File: config.mk
export PLATFORM = sky130hd
export DESIGN_NAME = pwm_fault_guard
export DESIGN_NICKNAME = d
export VERILOG_FILES = /design/src/rtl/pfg_pkg.sv /design/src/rtl/pfg_prescaler.sv /design/src/rtl/pfg_input_qual.sv /design/src/rtl/pfg_regs.sv /design/src/rtl/pwm_fault_guard.sv
export SDC_FILE = /design/constraint.sdc
export NUM_CORES = 1
export LEC_CHECK = 0
export BUFFER_PORTS_ARGS = -buffer_cell sky130_fd_sc_hd__buf_2
export CORE_MARGIN = 5
export CORE_UTILIZATION = 50
export DETAILED_ROUTE_END_ITERATION = 10
export PLACE_DENSITY_LB_ADDON = 0.2
export SLEW_MARGIN = 40
export SYNTH_ARGS = -nofsm -noshare
export SYNTH_HDL_FRONTEND = slang
export SYNTH_SLANG_ARGS = --single-unit
File: constraint.sdc
create_clock -name clk -period 2.9 [get_ports clk]
set_input_delay 0.87 -clock clk [delete_from_list [all_inputs] [get_ports clk]]
set_output_delay 0.87 -clock clk [all_outputs]
set_load 0.05 [all_outputs]
File: src/rtl/pfg_pkg.sv
package pfg_pkg;
   localparam int REG_W  = 16;
   localparam int EN_LSB = 8;
   localparam int IE_LSB = 12;
   localparam int MAX_IN = 4;

   localparam logic ADDR_CTRL = 1'b0;
   localparam logic ADDR_STAT = 1'b1;

   typedef enum logic [1:0] {
      QM_EDGE  = 2'd0,
      QM_DIV_A = 2'd1,
      QM_DIV_B = 2'd2,
      QM_DIV_C = 2'd3
   } qual_mode_e;

   function automatic logic [REG_W-1:0] ctrl_mask(input int n);
      logic [REG_W-1:0] m;
      m = '0;
      for (int i = 0; i < n; i++) begin
         m[2*i +: 2]    = 2'b11;
         m[EN_LSB + i]  = 1'b1;
         m[IE_LSB + i]  = 1'b1;
      end
      return m;
   endfunction
endpackage

File: src/rtl/pfg_prescaler.sv
module pfg_prescaler #(
   parameter int DIV_A = 8,
   parameter int DIV_B = 16,
   parameter int DIV_C = 128
) (
   input  logic       clk,
   input  logic       rst_n,
   output logic [2:0] tick
);
   localparam int CW = $clog2(DIV_C);
   localparam int DIVS [3] = '{DIV_A, DIV_B, DIV_C};

   if (DIV_A < 2 || (DIV_A & (DIV_A - 1)) != 0) begin : g_bad_a
      $error("pfg_prescaler: DIV_A must be a power of two of at least 2");
   end
   if (DIV_B < 2 || (DIV_B & (DIV_B - 1)) != 0) begin : g_bad_b
      $error("pfg_prescaler: DIV_B must be a power of two of at least 2");
   end
   if (DIV_C < 2 || (DIV_C & (DIV_C - 1)) != 0) begin : g_bad_c
      $error("pfg_prescaler: DIV_C must be a power of two of at least 2");
   end
   if (DIV_A > DIV_C || DIV_B > DIV_C) begin : g_bad_order
      $error("pfg_prescaler: DIV_C must be the largest divider");
   end

   logic [CW-1:0] cnt;

   always_ff @(posedge clk or negedge rst_n) begin
      if (!rst_n) cnt <= '0;
      else        cnt <= cnt + 1'b1;
   end

   for (genvar k = 0; k < 3; k++) begin : g_tick
      localparam logic [CW-1:0] MSK = CW'(DIVS[k] - 1);
      assign tick[k] = ((cnt & MSK) == MSK);
   end
endmodule

File: src/rtl/pfg_input_qual.sv
module pfg_input_qual
   import pfg_pkg::*;
#(
   parameter int SAMPLES = 16
) (
   input  logic       clk,
   input  logic       rst_n,
   input  logic       pin_n,
   input  logic       enable,
   input  logic [1:0] mode,
   input  logic [2:0] tick,
   output logic       qual,
   output logic       pin_low
);
   localparam int CNW = $clog2(SAMPLES + 1);

   if (SAMPLES < 2) begin : g_bad_samples
      $error("pfg_input_qual: SAMPLES must be at least 2");
   end

   qual_mode_e m;
   logic       s1, s2, prev;
   logic       fall, sel_tick, level_hit;
   logic [CNW-1:0] run_cnt;

   assign m = qual_mode_e'(mode);

   always_ff @(posedge clk or negedge rst_n) begin
      if (!rst_n) begin
         s1   <= 1'b1;
         s2   <= 1'b1;
         prev <= 1'b1;
      end else begin
         s1   <= pin_n;
         s2   <= s1;
         prev <= s2;
      end
   end

   assign fall    = prev & ~s2;
   assign pin_low = ~s2;

   always_comb begin
      case (m)
         QM_DIV_A: sel_tick = tick[0];
         QM_DIV_B: sel_tick = tick[1];
         QM_DIV_C: sel_tick = tick[2];
         default:  sel_tick = 1'b0;
      endcase
   end

   always_ff @(posedge clk or negedge rst_n) begin
      if (!rst_n) begin
         run_cnt <= '0;
      end else if (!enable || m == QM_EDGE) begin
         run_cnt <= '0;
      end else if (sel_tick) begin
         if (s2)                              run_cnt <= '0;
         else if (run_cnt != CNW'(SAMPLES))   run_cnt <= run_cnt + 1'b1;
      end
   end

   assign level_hit = sel_tick && !s2 && (run_cnt == CNW'(SAMPLES - 1));
   assign qual      = enable && ((m == QM_EDGE) ? fall : level_hit);
endmodule

File: src/rtl/pfg_regs.sv
module pfg_regs
   import pfg_pkg::*;
#(
   parameter int N_IN = 3
) (
   input  logic                  clk,
   input  logic                  rst_n,
   input  logic                  reg_sel,
   input  logic                  reg_wr,
   input  logic                  reg_rd,
   input  logic [REG_W-1:0]      reg_wdata,
   output logic [REG_W-1:0]      reg_rdata,
   input  logic [N_IN-1:0]       qual,
   input  logic [N_IN-1:0]       pin_low,
   output logic [N_IN-1:0][1:0]  mode,
   output logic [N_IN-1:0]       en,
   output logic [N_IN-1:0]       ie,
   output logic [N_IN-1:0]       flags
);
   localparam logic [REG_W-1:0] CTRL_MASK = ctrl_mask(N_IN);

   if (N_IN < 1 || N_IN > MAX_IN) begin : g_bad_nin
      $error("pfg_regs: N_IN must be between 1 and 4");
   end

   logic [REG_W-1:0] ctrl_q;
   logic             wr_ctrl, wr_stat, rd_stat;

   assign wr_ctrl = reg_wr && (reg_sel == ADDR_CTRL);
   assign wr_stat = reg_wr && (reg_sel == ADDR_STAT);
   assign rd_stat = reg_rd && (reg_sel == ADDR_STAT);

   always_ff @(posedge clk or negedge rst_n) begin
      if (!rst_n)       ctrl_q <= '0;
      else if (wr_ctrl) ctrl_q <= reg_wdata & CTRL_MASK;
   end

   for (genvar i = 0; i < N_IN; i++) begin : g_in
      logic armed, clr_ok, flag_d;

      assign mode[i] = ctrl_q[2*i +: 2];
      assign en[i]   = ctrl_q[EN_LSB + i];
      assign ie[i]   = ctrl_q[IE_LSB + i];

      assign clr_ok = wr_stat && !reg_wdata[i] && armed && !(en[i] && pin_low[i]);
      assign flag_d = qual[i] ? 1'b1 : (clr_ok ? 1'b0 : flags[i]);

      always_ff @(posedge clk or negedge rst_n) begin
         if (!rst_n) begin
            flags[i] <= 1'b0;
            armed    <= 1'b0;
         end else begin
            flags[i] <= flag_d;
            if (!flag_d)                   armed <= 1'b0;
            else if (rd_stat && flags[i])  armed <= 1'b1;
         end
      end
   end

   assign reg_rdata = (reg_sel == ADDR_STAT) ? REG_W'(flags) : ctrl_q;
endmodule

File: src/rtl/pwm_fault_guard.sv
module pwm_fault_guard
   import pfg_pkg::*;
#(
   parameter int N_IN    = 3,
   parameter int N_OUT   = 6,
   parameter int SAMPLES = 16,
   parameter int DIV_A   = 8,
   parameter int DIV_B   = 16,
   parameter int DIV_C   = 128
) (
   input  logic              clk,
   input  logic              rst_n,
   input  logic              reg_sel,
   input  logic              reg_wr,
   input  logic              reg_rd,
   input  logic [15:0]       reg_wdata,
   output logic [15:0]       reg_rdata,
   input  logic [N_IN-1:0]   sd_n,
   input  logic              standby,
   input  logic              osc_halt,
   output logic [N_OUT-1:0]  out_en,
   output logic              irq
);
   if (REG_W != 16) begin : g_bad_regw
      $error("pwm_fault_guard: register width must be 16");
   end
   if (N_OUT < 1) begin : g_bad_nout
      $error("pwm_fault_guard: N_OUT must be at least 1");
   end

   logic [2:0]            tick;
   logic [N_IN-1:0][1:0]  in_mode;
   logic [N_IN-1:0]       in_en, in_ie, flags, qual_pulse, pin_low;
   logic                  force_hiz;

   pfg_prescaler #(.DIV_A(DIV_A), .DIV_B(DIV_B), .DIV_C(DIV_C)) u_pre (
      .clk(clk), .rst_n(rst_n), .tick(tick)
   );

   for (genvar i = 0; i < N_IN; i++) begin : g_qual
      pfg_input_qual #(.SAMPLES(SAMPLES)) u_q (
         .clk(clk), .rst_n(rst_n), .pin_n(sd_n[i]), .enable(in_en[i]),
         .mode(in_mode[i]), .tick(tick), .qual(qual_pulse[i]), .pin_low(pin_low[i])
      );
   end

   pfg_regs #(.N_IN(N_IN)) u_regs (
      .clk(clk), .rst_n(rst_n), .reg_sel(reg_sel), .reg_wr(reg_wr), .reg_rd(reg_rd),
      .reg_wdata(reg_wdata), .reg_rdata(reg_rdata), .qual(qual_pulse), .pin_low(pin_low),
      .mode(in_mode), .en(in_en), .ie(in_ie), .flags(flags)
   );

   assign force_hiz = (|flags) | standby | osc_halt;
   assign out_en    = {N_OUT{~force_hiz}};
   assign irq       = |(flags & in_ie);
endmodule

==> results_dict.tcl, run 1 <==
set metrics [dict create \
    yosys_register_bits 49 \
    async_reset_ff_share_pct 100 \
    overflow 0 \
    synth_edf_count 0 \
    postCtsSetupBuffers 0 \
    tritoncts "built" \
    clock_latency_ns 0.31 \
    rows 26 \
    cp-end-kind "output port" \
    drt_iter0_markers 64 \
    synth_cell_types 50 \
    setup-tns-final_ns 0 \
    hold_viol 0 \
    fin_nets 333 \
    hold_path.class "register to register" \
    swShare_pct 34.1 \
    p_switching_w 0.000598 \
    finClkSkew_ns 0.00880 \
    pwr-share-comb_pct 22.8 \
    layout_min_cycle_time_ns 2.77 \
    whs_path_depth 0 \
    fmax_ghz 0.362 \
    grt_usage_pct 17.2 \
    coreArea_um2 5110 \
    cts.repair.resized 0 \
    cts_root_buffer "clkbuf_8" \
    fp.dieW_um 82.4 \
    path_clk_slew_ns 0.09 \
    critPathLaunchType "input pin" \
    r2r-start "u_pre.cnt[0]" \
    hold_end "g_qual[1].u_q.s2" \
    first_pass_iters 6 \
    crit_top_cell "buf_2" \
    crit_arrival_ns 1.90 \
    cp_slowest_stage_delay_ns 0.51 \
    holdCritStartpoint "g_qual[1].u_q.s1" \
    path_cells "buf_2 -> or4_1 -> nor2_4 -> buf_2" \
    synth_flop_cell "dfrtp_1" \
    fill_cells 462 \
    dieArea_um2 6790 \
    die_y_um 82.4 \
    drc 0 \
    power_density_nw_per_um2 590 \
    cts.htree.levels 2 \
    synth-compound-area-share_pct 14.3 \
    synth_xor_area_share_pct 1.34 \
    syn_area_um2 2620 \
    synthSimpleGateAreaFrac_pct 19.9 \
    rr_endpoint "g_qual[2].u_q.run_cnt[3]" \
    place_area_um2 2860 \
    vias_per_cell 5.49 \
    yosys_warnings 0 \
    slowest_stage "or4_1" \
    irDropWorstVdd_mv 0.287 \
    cts.sinks 49 \
    status "complete, no violations" \
    fin_area_um2 2980 \
    seq_area_frac_synth_pct 47.2 \
    synthAdderAreaFrac_pct 5.25 \
    syn_inst 258 \
    grt_pass1_wl_mm 8.91 \
    place.gp.congestion 0.769 \
    synth_mux_area_share_pct 5.97 \
    vias 2015 \
    cp.required_ns 2.03 \
    setup_viol 0 \
    start_util_pct 51.3 \
    cts_made_buffers 5 \
    p_leak_nw 1.30 \
    seq_power_share_pct 48.9 \
    p_clk_share_pct 28.3 \
    ant_nets 0 \
    ff2ff_path_depth 6 \
    rsz0062_at_grt "no" \
    ios 49 \
    area_growth_syn_to_layout_pct 13.6 \
    critPathMaxFanout 6 \
    drv_slew 0 \
    cap_viol_max_count 0 \
    synth_top_family_by_area "simple AND/OR/NAND/NOR gates" \
    layout-drive-gt1-share_pct 29.0 \
    worstSetupPathType "input pin to output port" \
    grt_max_degree 21 \
    hpwlAfterDp_mm 3.99 \
    r2r_setup_slack_ns 0.79 \
    routedWlPerCell_um 14.6 \
    drt-total-wl_mm 5.36 \
    period_share_pct 95.4 \
    clock_path_buffers 2 \
    antenna_found_initial 0 \
    diodes 0 \
    placement.io_buffers 40 \
    p_int_w 0.00116 \
    grt_pass1_vias 1911 \
    hold_buffers 0 \
    avgSynthCellArea_um2 10.2 \
]
layer usage:
layer  GRT usage, %  up-vias  part of all wire [%]
li1               -      972                     -
met1           22.8      979                    46
met2           28.0       55                    46
met3           3.69        9                   6.6
met4           5.65        0                   1.6
met5              0        -                     0
cells by family after synthesis:
logic type,Yosys count
fa+ha+maj,11
mux,14
other cells,1
simple gates,90
buf+inv,31
compound gates,58
flops,49
xor+xnor,4
state kept, by name (all words and copies together) (netlist names):
register / cells
u_regs.g_in.armed: 3
g_qual.u_q.s1: 3
g_qual.u_q.s2: 3
g_qual.u_q.run_cnt: 15
u_pre.cnt: 7
g_qual.u_q.prev: 3
u_regs.flags: 3
u_regs.ctrl_q: 12
Yosys cell counts, types with 4 or more instances:
| library cell | number | area share [%] |
|---|---|---|
| xnor2_1 | 4 | 1.3 |
| mux2_2 | 13 | 5.6 |
| dfrtp_1 | 40 | 38 |
| nand2b_1 | 5 | 1.2 |
| or3_1 | 5 | 1.2 |
| and3_1 | 4 | 0.95 |
| nand2_1 | 19 | 2.7 |
| ha_1 | 11 | 5.3 |
| nand3_1 | 8 | 1.5 |
| clkbuf_1 | 5 | 0.72 |
| a21oi_1 | 15 | 2.9 |
| nor2_1 | 9 | 1.3 |
| dfstp_2 | 9 | 9.0 |
| o21ai_0 | 20 | 3.8 |
| buf_4 | 9 | 2.6 |
| nor2b_1 | 18 | 4.3 |
| inv_1 | 15 | 2.1 |
metrics by stage:
step	total power, W	std cells	utilization, %	setup WS [ns]	hold WS [ns]
6_report	0.00176	367	58.3	0.134	0.360
5_1_grt	0.00185	367	58.3	0.0933	0.365
4_1_cts	0.00177	367	58.3	0.123	0.361
3_5_place_dp	0.00127	359	56.0	0.120	0.347
3_3_place_gp	0.00126	359	56.0	0.132	0.345
2_1_floorplan	0.00116	261	-	0.0315	0.345
layout by cell type, fill, tap and decap left out, types with 2 or more instances in the layout:
master    instances
dfrtp_1          40
or3b_1            3
buf_2            40
or3_1             5
conb_1            4
o22ai_1           2
nand3_1           8
or4_1             2
inv_1            15
nand4_1           3
a21oi_1          15
mux2_2           13
and3_1            4
nor2_1            8
nand3b_1          2
a31oi_1           2
dfstp_2           9
a21oi_2           2
nor4b_1           2
nor3_1            3
nor2b_1          18
nand2b_1          5
o31ai_1           3
o21ai_0          19
o311ai_0          2
ha_1             11
nand2_1          19
xnor2_1           4
clkbuf_8          5
buf_4             4
worst max-delay path, delay by kind of cell:
kind / cells / cell delay [ns]
buf+inv: 2 / 0.37
simple gates: 2 / 0.65
power by group through the flow:
stage | Combinational, W | Clock (W) | Sequential (W)
after global placement | 0.000398 | 0 | 0.000867
after CTS | 0.000405 | 0.000513 | 0.000857
after global routing | 0.000437 | 0.000544 | 0.000871
after floorplan | 0.000337 | 0 | 0.000824
final | 0.000400 | 0.000497 | 0.000858
after detailed placement | 0.000403 | 0 | 0.000870
final cells by class:
cell class	instances	area (um^2)	area share, %
Timing Repair Buffer	44	230	7.74
Sequential cell	49	1240	41.6
Clock buffer	5	68.8	2.31
Clock inverter	3	46.3	1.56
Multi-Input combinational cell	181	1250	42.0
Inverter	15	56.3	1.89
Tap cell	70	87.6	2.94
worst max-delay path by stage:
stage | from | to
2_1_floorplan | standby | out_en[1]
3_3_place_gp | standby | out_en[1]
3_5_place_dp | standby | out_en[5]
4_1_cts | standby | out_en[5]
5_1_grt | standby | out_en[4]
6_report | standby | out_en[5]
Power figures use the tool's default switching activity.
==> run 2, diff against run 1 <==
- CTS_CLUSTER_DIAMETER: default -> 30
- clock period: 2.9 -> 3.25 ns (I/O delays scaled with it)
==> run 2 against run 1 <==
Net effect:
- sequential power down 11%
- critical path type unchanged
- critical path depth unchanged
- register-to-register slack better by 0.30 ns
- critical endpoint unchanged
- highest routed layer unchanged
- worst hold slack worse by 0.00082 ns
- clock power down 9.7%
- clock skew down 0.0037 ns
- cell count down 0.27%
- setup slack better by 0.13 ns
==> results_dict.tcl, run 2 (synthesized netlist as in run 1, its figures left out) <==
set metrics [dict create \
    status "complete, no violations" \
    use_met3_pct 3.80 \
    power_w 0.00157 \
    antenna_found_initial 0 \
    cts_root_buffer "clkbuf_8" \
    placement.io_buffers 40 \
    grt_use_met2_pct 27.7 \
    power_density_nw_per_um2 530 \
    rows 26 \
    die_y_um 82.4 \
    max_flop_register "g_qual.u_q.run_cnt" \
    drc 0 \
    overflow 0 \
    ff2ff_path_depth 6 \
    cts_made_buffers 5 \
    first_pass_iters 5 \
    tritoncts "built" \
    hold_viol 0 \
    cp.required_ns 2.27 \
    cts.repair.resized 0 \
    grt_use_met1_pct 22.6 \
    grt_pass1_wl_mm 8.82 \
    p_leak_nw 1.29 \
    coreArea_um2 5110 \
    fin_ws_ns 0.265 \
    setup_viol 0 \
    clock_path_buffers 2 \
    fin_nets 332 \
    vias 2002 \
    dieArea_um2 6790 \
    biggestRegsByFlops "g_qual.u_q.run_cnt (15), u_regs.ctrl_q (12), u_pre.cnt (7)" \
    grt_pass1_vias 1903 \
    worstSetupPathType "input pin to output port" \
    start_util_pct 51.3 \
    cts.sinks 49 \
    rsz0062_at_grt "no" \
    critPathMaxFanout 6 \
    layout-drive-gt1-share_pct 28.7 \
    busiest_layer "met2" \
    pre_cts_ws_ns 0.255 \
    fin_area_um2 2970 \
    critPathLaunchType "input pin" \
    largest_reg_flops 15 \
    setup-tns-final_ns 0 \
    layout_min_cycle_time_ns 2.99 \
    fmax_ghz 0.335 \
    hold_path.class "register to register" \
    period_share_pct 91.9 \
    ios 49 \
    place_area_um2 2850 \
    crit_arrival_ns 2.01 \
    finClkSkew_ns 0.00509 \
    cp-end-kind "output port" \
    drv_slew 0 \
    fill_cells 471 \
    clock_latency_ns 0.31 \
    cts.htree.levels 2 \
    final_cell_mix "dfrtp_1 (40), buf_2 (40), nand2_1 (19), o21ai_0 (19), nor2b_1 (18)" \
    fp.dieW_um 82.4 \
    hpwlAfterDp_mm 3.94 \
    irDropWorstVdd_mv 0.303 \
    grt_max_degree 21 \
    area_growth_syn_to_layout_pct 13.3 \
    vias_per_cell 5.47 \
    cap_viol_max_count 0 \
    hold_buffers 0 \
    drt_iter0_markers 54 \
    drt-total-wl_mm 5.31 \
    r2r_setup_slack_ns 1.09 \
    routedWlPerCell_um 14.5 \
    diodes 0 \
    place.gp.congestion 0.795 \
    path_clk_slew_ns 0.09 \
    whs_path_depth 0 \
    ant_nets 0 \
    grt_usage_pct 17.1 \
    postCtsSetupBuffers 0 \
]
## run 2: cell types whose count changed in the layout (fill, tap and decap cells not counted)
cell,before,now
buf_4,4,3
## run 2: per-layer routing
metal  vias up  wire, um  share of wire (%)
met5         -         0                  0
met4         0        46               0.87
met3         6       350                6.6
met2        58      2430                 46
met1       965      2480                 47
li1        973         -                  -
## run 2: cell type report
cell class	count	area [um^2]	share of cell area, %
Clock inverter	3	46.3	1.56
Tap cell	70	87.6	2.95
Inverter	15	56.3	1.90
Clock buffer	5	68.8	2.32
Sequential cell	49	1240	41.7
Timing Repair Buffer	43	223	7.50
Multi-Input combinational cell	181	1250	42.1
## run 2: final timing paths
path                                       endpoint             start
max                                       out_en[5]           standby
min                                g_qual[0].u_q.s2  g_qual[0].u_q.s1
max reg2reg                g_qual[2].u_q.run_cnt[3]      u_pre.cnt[0]
min reg2reg                        g_qual[0].u_q.s2  g_qual[0].u_q.s1
max in group asynchronous        g_qual[1].u_q.prev             rst_n
min in group asynchronous  g_qual[1].u_q.run_cnt[1]             rst_n
## run 2: power breakdown
group	switching, W	internal (W)	total, W
registers	0.0000876	0.000678	0.000766
logic	0.000234	0.000123	0.000357
clock network	0.000219	0.000231	0.000449
## run 2: metrics by stage
stage / instances / utilization, % / hold WS, ns
after floorplan: 261 / - / 0.345
after global placement: 358 / 55.9 / 0.346
after detailed placement: 358 / 55.9 / 0.347
after CTS: 366 / 58.1 / 0.361
after global routing: 366 / 58.1 / 0.364
final: 366 / 58.1 / 0.359
## run 2: worst max-delay path: stages
cell and delay (ns):
buf_2 0.09, or4_1 0.52, nor2_4 0.14, buf_2 0.28
